[src/rtl/clkfan_pkg.sv]
package clkfan_pkg;

    localparam int HDR_BYTES  = 3;   // address, command, count
    localparam int DATA_BYTES = 3;   // payload registers
    localparam int TOTAL_BYTES = HDR_BYTES + DATA_BYTES;

    typedef enum logic [1:0] {
        ST_IDLE = 2'd0,   // waiting for START (also after a refused address)
        ST_RECV = 2'd1,   // shifting in a byte
        ST_ACK  = 2'd2,   // driving acknowledge during ninth pulse
        ST_HOLD = 2'd3    // aborted by repeated START, waiting for STOP
    } slv_state_e;

    typedef struct packed {
        slv_state_e state;
        logic [3:0] bitcnt;
        logic [7:0] shreg;
        logic [2:0] bytecnt;
        logic       ack;
        logic       commit;
        logic [1:0] cidx;
        logic [7:0] cdata;
    } slv_regs_t;

endpackage

[src/rtl/bus_line_sync.sv]
module bus_line_sync #(
    parameter int STAGES = 2
) (
    input  logic clk,
    input  logic rst_n,
    input  logic scl_i,
    input  logic sda_i,
    output logic scl_s,
    output logic sda_s,
    output logic scl_rise,
    output logic scl_fall,
    output logic start_det,
    output logic stop_det
);

    logic [STAGES-1:0] scl_d, scl_q;
    logic [STAGES-1:0] sda_d, sda_q;
    logic scl_prev_d, scl_prev_q;
    logic sda_prev_d, sda_prev_q;

    generate
        if (STAGES == 1) begin : g_single
            always_comb begin
                scl_d = scl_i;
                sda_d = sda_i;
            end
        end else begin : g_chain
            always_comb begin
                scl_d = {scl_q[STAGES-2:0], scl_i};
                sda_d = {sda_q[STAGES-2:0], sda_i};
            end
        end
    endgenerate

    always_comb begin
        scl_prev_d = scl_q[STAGES-1];
        sda_prev_d = sda_q[STAGES-1];
    end

    always_ff @(posedge clk or negedge rst_n) begin
        if (!rst_n) begin
            scl_q      <= '1;
            sda_q      <= '1;
            scl_prev_q <= 1'b1;
            sda_prev_q <= 1'b1;
        end else begin
            scl_q      <= scl_d;
            sda_q      <= sda_d;
            scl_prev_q <= scl_prev_d;
            sda_prev_q <= sda_prev_d;
        end
    end

    assign scl_s     = scl_q[STAGES-1];
    assign sda_s     = sda_q[STAGES-1];
    assign scl_rise  = scl_s && !scl_prev_q;
    assign scl_fall  = !scl_s && scl_prev_q;
    assign start_det = scl_s && scl_prev_q && sda_prev_q && !sda_s;
    assign stop_det  = scl_s && scl_prev_q && !sda_prev_q && sda_s;

endmodule

[src/rtl/serial_wr_slave.sv]
module serial_wr_slave
    import clkfan_pkg::*;
#(
    parameter logic [6:0] DEV_ADDR = 7'h69
) (
    input  logic       clk,
    input  logic       rst_n,
    input  logic       sda_s,
    input  logic       scl_rise,
    input  logic       scl_fall,
    input  logic       start_det,
    input  logic       stop_det,
    output logic       ack,
    output logic       commit,
    output logic [1:0] commit_idx,
    output logic [7:0] commit_data
);

    localparam logic [2:0] FIRST_DATA = 3'(HDR_BYTES);
    localparam logic [2:0] LAST_BYTE  = 3'(TOTAL_BYTES - 1);

    slv_regs_t r_d, r_q;
    logic      accept;

    always_comb begin
        r_d        = r_q;
        r_d.commit = 1'b0;
        accept     = 1'b0;

        if (stop_det) begin
            r_d.state = ST_IDLE;
            r_d.ack   = 1'b0;
        end else if (start_det) begin
            if (r_q.state == ST_RECV || r_q.state == ST_ACK) begin
                r_d.state = ST_HOLD;
                r_d.ack   = 1'b0;
            end else if (r_q.state == ST_IDLE) begin
                r_d.state   = ST_RECV;
                r_d.bitcnt  = 4'd0;
                r_d.bytecnt = 3'd0;
                r_d.ack     = 1'b0;
            end
        end else begin
            case (r_q.state)
                ST_RECV: begin
                    if (scl_rise && r_q.bitcnt < 4'd8) begin
                        r_d.shreg  = {r_q.shreg[6:0], sda_s};
                        r_d.bitcnt = r_q.bitcnt + 4'd1;
                    end else if (scl_fall && r_q.bitcnt == 4'd8) begin
                        if (r_q.bytecnt == 3'd0) begin
                            accept = (r_q.shreg[7:1] == DEV_ADDR) && !r_q.shreg[0];
                        end else begin
                            accept = (r_q.bytecnt <= LAST_BYTE);
                        end
                        if (accept) begin
                            r_d.state = ST_ACK;
                            r_d.ack   = 1'b1;
                        end else begin
                            r_d.state = ST_IDLE;
                        end
                    end
                end
                ST_ACK: begin
                    if (scl_fall) begin
                        r_d.ack     = 1'b0;
                        r_d.state   = ST_RECV;
                        r_d.bitcnt  = 4'd0;
                        r_d.bytecnt = r_q.bytecnt + 3'd1;
                        if (r_q.bytecnt >= FIRST_DATA) begin
                            r_d.commit = 1'b1;
                            r_d.cidx   = 2'(r_q.bytecnt - FIRST_DATA);
                            r_d.cdata  = r_q.shreg;
                        end
                    end
                end
                default: ;
            endcase
        end
    end

    always_ff @(posedge clk or negedge rst_n) begin
        if (!rst_n) begin
            r_q <= '{state: ST_IDLE, bitcnt: 4'd0, shreg: 8'd0, bytecnt: 3'd0,
                     ack: 1'b0, commit: 1'b0, cidx: 2'd0, cdata: 8'd0};
        end else begin
            r_q <= r_d;
        end
    end

    assign ack         = r_q.ack;
    assign commit      = r_q.commit;
    assign commit_idx  = r_q.cidx;
    assign commit_data = r_q.cdata;

endmodule

[src/rtl/enable_bank.sv]
module enable_bank #(
    parameter int NUM_REGS = 3,
    parameter int REG_W    = 8,
    parameter int IDX_W    = 2
) (
    input  logic                      clk,
    input  logic                      rst_n,
    input  logic                      load,
    input  logic [IDX_W-1:0]          load_idx,
    input  logic [REG_W-1:0]          load_data,
    output logic [NUM_REGS*REG_W-1:0] bits
);

    logic [NUM_REGS-1:0][REG_W-1:0] bank_d, bank_q;

    generate
        for (genvar g = 0; g < NUM_REGS; g++) begin : g_reg
            always_comb begin
                bank_d[g] = bank_q[g];
                if (load && (load_idx == IDX_W'(g))) begin
                    bank_d[g] = load_data;
                end
            end
        end
    endgenerate

    always_ff @(posedge clk or negedge rst_n) begin
        if (!rst_n) begin
            bank_q <= '1;
        end else begin
            bank_q <= bank_d;
        end
    end

    assign bits = bank_q;

endmodule

[src/rtl/clkfan_i2c_top.sv]
module clkfan_i2c_top
    import clkfan_pkg::*;
#(
    parameter logic [6:0] DEV_ADDR    = 7'h69,
    parameter int         SYNC_STAGES = 2,
    parameter int         REG_W       = 8
) (
    input  logic                    clk,
    input  logic                    rst_n,
    input  logic                    scl_i,
    input  logic                    sda_i,
    output logic                    sda_pull_low,
    input  logic                    clk_in,
    input  logic                    oe,
    output logic [2*REG_W+1:0]      out_level,
    output logic [2*REG_W+1:0]      out_drive
);

    localparam int NUM_OUT   = 2 * REG_W + 2;
    localparam int PAIR_OUTS = 2 * REG_W;       // outputs fed by two full registers
    localparam int TAIL_LSB  = REG_W - 2;       // first used bit of last register
    localparam int EN_W      = DATA_BYTES * REG_W;

    logic              scl_s, sda_s, scl_rise, scl_fall, start_det, stop_det;
    logic              commit;
    logic [1:0]        commit_idx;
    logic [7:0]        commit_data;
    logic [EN_W-1:0]   en_bits;
    logic [NUM_OUT-1:0] en_map;

    bus_line_sync #(.STAGES(SYNC_STAGES)) u_sync (
        .clk       (clk),
        .rst_n     (rst_n),
        .scl_i     (scl_i),
        .sda_i     (sda_i),
        .scl_s     (scl_s),
        .sda_s     (sda_s),
        .scl_rise  (scl_rise),
        .scl_fall  (scl_fall),
        .start_det (start_det),
        .stop_det  (stop_det)
    );

    serial_wr_slave #(.DEV_ADDR(DEV_ADDR)) u_slave (
        .clk         (clk),
        .rst_n       (rst_n),
        .sda_s       (sda_s),
        .scl_rise    (scl_rise),
        .scl_fall    (scl_fall),
        .start_det   (start_det),
        .stop_det    (stop_det),
        .ack         (sda_pull_low),
        .commit      (commit),
        .commit_idx  (commit_idx),
        .commit_data (commit_data)
    );

    enable_bank #(.NUM_REGS(DATA_BYTES), .REG_W(REG_W), .IDX_W(2)) u_bank (
        .clk       (clk),
        .rst_n     (rst_n),
        .load      (commit),
        .load_idx  (commit_idx),
        .load_data (commit_data[REG_W-1:0]),
        .bits      (en_bits)
    );

    generate
        for (genvar i = 0; i < NUM_OUT; i++) begin : g_map
            if (i < PAIR_OUTS) begin : g_full
                assign en_map[i] = en_bits[i];
            end else begin : g_tail
                assign en_map[i] = en_bits[PAIR_OUTS + TAIL_LSB + (i - PAIR_OUTS)];
            end
        end
    endgenerate

    assign out_level = en_map & {NUM_OUT{clk_in}};
    assign out_drive = {NUM_OUT{oe}};

endmodule

[config.mk]
export PLATFORM = sky130hd
export DESIGN_NAME = clkfan_i2c_top
export DESIGN_NICKNAME = d
export VERILOG_FILES = /design/src/rtl/clkfan_pkg.sv /design/src/rtl/bus_line_sync.sv /design/src/rtl/serial_wr_slave.sv /design/src/rtl/enable_bank.sv /design/src/rtl/clkfan_i2c_top.sv
export SDC_FILE = /design/constraint.sdc
export NUM_CORES = 1
export LEC_CHECK = 0
export ABC_AREA = 1
export BUFFER_PORTS_ARGS = -buffer_cell sky130_fd_sc_hd__buf_2
export CORE_UTILIZATION = 28
export CTS_CLUSTER_SIZE = 25
export DETAILED_ROUTE_END_ITERATION = 10
export HOLD_SLACK_MARGIN = 0.08
export PLACE_DENSITY = 0.57
export SLEW_MARGIN = 5
export SYNTH_ARGS = -nofsm -noshare
export SYNTH_HDL_FRONTEND = slang
export SYNTH_SLANG_ARGS = --single-unit
[constraint.sdc]
create_clock -name clk -period 3.58 [get_ports clk]
set_clock_uncertainty 0.1 [all_clocks]
set_input_delay 0.358 -clock clk [delete_from_list [all_inputs] [get_ports clk]]
set_output_delay 0.358 -clock clk [all_outputs]
set_load 0.03 [all_outputs]
==> results_dict.tcl <==
set metrics [dict create \
    status "complete, no violations" \
    final_area_mm2 0.00298 \
    grt_max_degree 40 \
    wirelength_um 4300 \
    ys_ff_latch 53 \
    drive_gt1_frac 0.287 \
    synth_simple_gate_area_frac 0.204 \
    fp.dieW_um 101 \
    synth_compound_area_frac 0.110 \
    grt_pass1_vias 1800 \
    yosys.area_share.xor_xnor 0.00317 \
    antenna_found_initial 0 \
    peakVddDrop_mv 0.217 \
    cp_slowest_cell "dfrtp_1" \
    synthAdderAreaFrac 0.0453 \
    via_per_inst 4.00 \
    crit_top_cell "ha_1" \
    cts_resized 0 \
    cts_num_sinks 53 \
    r2r-end "u_slave.commit_idx[1]$_DFFE_PN0P_" \
    min_period_ns 1.71 \
    hold_class "in2async" \
    diodes 0 \
    relSlewSlack 0.422 \
    cp-start-kind "flop" \
    finalMaxSlewViolations 0 \
    setup_ws_ns 1.87 \
    critical_path_arrival_ns 1.81 \
    tns_ns 0 \
    setup_viol 0 \
    grt_usage 0.0977 \
    finalCritPeriodShare 0.478 \
    syn-num-nets 340 \
    total_power_mw 1.37 \
    ys_warn_count 0 \
    syn_area_mm2 0.00276 \
    drt_iter0_drc 79 \
    vias 1851 \
    dieArea_mm2 0.0103 \
    drv_cap 0 \
    placed_cell_area_mm2 0.00287 \
    drtPass1Iterations 4 \
    synth.area.mux_share 0 \
    postCtsSetupBuffers 0 \
    crit_type "reg2reg" \
    rsz0062_at_grt "no" \
    insertion_delay_ns 0.31 \
    grt_first_pass_wirelength_um 8030 \
    r2r_setup_slack_ns 1.87 \
    root_buffer "clkbuf_8" \
    slowest_delay_ns 0.47 \
    drt.antenna.violating_nets 0 \
    dp_hpwl_um 3130 \
    gp_congestion 0.758 \
    hold_ws_ns 0.0590 \
    numPortBuffers 23 \
    drc 0 \
    critPathMaxFanout 17 \
    cp_cell_sequence "ha_1 -> ha_1 -> nor2_1 -> o21ai_2 -> nand2_4 -> inv_2 -> nand2_1 -> o21ai_0" \
    crit_family "flip-flops" \
    clockBufferDepth 2 \
    cts_buffers 5 \
    p_leak_nw 1.51 \
    htreeDepth 2 \
    syn-mean-instance-area_um2 8.52 \
    clk_pin_slew_ns 0.10 \
    wl_per_cell_um 9.30 \
    grt_overflow_total 0 \
    start_util 0.293 \
    tightest_slew_ns 0.866 \
    synth_seq_area_share 0.491 \
    worstReg2RegStart "u_slave.r_q[12]$_DFFE_PN0P_" \
    core_area_mm2 0.00942 \
    timing.fmax_ghz 0.584 \
    ys_types 24 \
    syn-instance-count 324 \
    critPathBufInv 1 \
    fp-row-count 35 \
    reg2reg_depth 8 \
    nNetsFinal 349 \
    endpoint_kind "flop" \
    syn2layout_area_growth_pct 7.84 \
    pwr_density_cell_mw_per_mm2 461 \
    final-hold-violation-count 0 \
    synth_top_family_by_area "simple AND/OR/NAND/NOR gates" \
    tritoncts "yes" \
    worstPathRequired_ns 3.67 \
    die_h_um 101 \
    pre_cts_slack_ns 1.87 \
    ios 43 \
]
cell type report:
type | count | area [um^2]
clock inverters | 2 | 13.8
clock buffers | 6 | 72.6
multi-input cells | 186 | 998
well taps | 129 | 161
flip-flops and latches | 53 | 1360
fillers | 1004 | 6440
repair buffers | 26 | 143
inverters | 61 | 231
power breakdown:
part           switching, mW  total (mW)  internal, mW
Clock                  0.203       0.344         0.140
Combinational          0.229       0.345         0.116
Sequential            0.0381       0.683         0.644
cells in the mapped netlist (all sizes together):
master / number / area [um^2]
ha: 10 / 125
xor2: 1 / 8.76
dfrtp: 29 / 726
dfstp: 24 / 631
inv: 61 / 231
o21ai: 46 / 298
buf: 21 / 163
nand3: 11 / 55.1
nor2: 14 / 75.1
nand4: 1 / 6.26
or2: 1 / 6.26
a21oi: 1 / 5.00
clkbuf: 3 / 11.3
nand2: 101 / 419
logic make-up (layout without fill, tap and decap cells):
family / Yosys count / count (layout)
and+or+nand+nor: 128 / 128
AOI/OAI and AO/OA: 47 / 47
xor gates and xnor gates: 1 / 1
adders and majority gates: 10 / 10
DFF: 53 / 53
buffers and inverters: 85 / 95
sequential cells by signal, summed over array words and instances, names as in the netlist:
| register | cells |
|---|---|
| u_slave.commit | 1 |
| u_slave.ack | 1 |
| u_sync.sda_prev_q | 1 |
| u_sync.scl_q | 2 |
| u_sync.scl_prev_q | 1 |
| u_slave.r_q | 17 |
| u_slave.commit_idx | 2 |
| u_slave.commit_data | 8 |
| u_sync.sda_q | 2 |
| u_bank.bits | 18 |
stage by stage:
| step | instances | utilization |
|---|---|---|
| finish | 463 | 0.316 |
| global route | 463 | 0.316 |
| CTS | 463 | 0.316 |
| detailed placement | 453 | 0.305 |
| global placement | 453 | 0.305 |
| floorplan | 324 | - |
metal layers:
layer,track usage,up-vias,wire length (um)
li1,-,980,-
met1,0.127,825,2200
met2,0.158,39,1840
met3,0.0248,7,209
met4,0.0346,0,54
met5,0,-,0
worst max path at each step:
stage                                            from  cells past startpoint  slack (ns)                                 to
after floorplan                                clk_in                      4        2.07                       out_level[0]
after global placement    u_slave.r_q[12]$_DFFE_PN0P_                      8        1.93  u_slave.commit_idx[1]$_DFFE_PN0P_
after detailed placement  u_slave.r_q[12]$_DFFE_PN0P_                      8        1.87  u_slave.commit_idx[1]$_DFFE_PN0P_
after CTS                 u_slave.r_q[12]$_DFFE_PN0P_                      8        1.85  u_slave.commit_idx[1]$_DFFE_PN0P_
after global routing      u_slave.r_q[12]$_DFFE_PN0P_                      8        1.67  u_slave.commit_idx[1]$_DFFE_PN0P_
final                     u_slave.r_q[12]$_DFFE_PN0P_                      8        1.87  u_slave.commit_idx[1]$_DFFE_PN0P_
placed cells by master, fill, tap and decap left out, drive strengths merged:
cell type	count
o21ai	46
buf	24
xor2	1
nand3	11
dfstp	24
clkinv	1
or2	1
clkbuf	6
dfrtp	29
nand4	1
a21oi	1
inv	62
nor2	14
ha	10
nand2	101
dlygate4sd3	2
repair_timing:
item | in CTS | in global routing
hold endpoints to repair | 2 | 0
hold buffers | 2 | 0
endpoints found under the setup margin | 0 | 0
No activity file was read; power rests on OpenSTA's default activity.
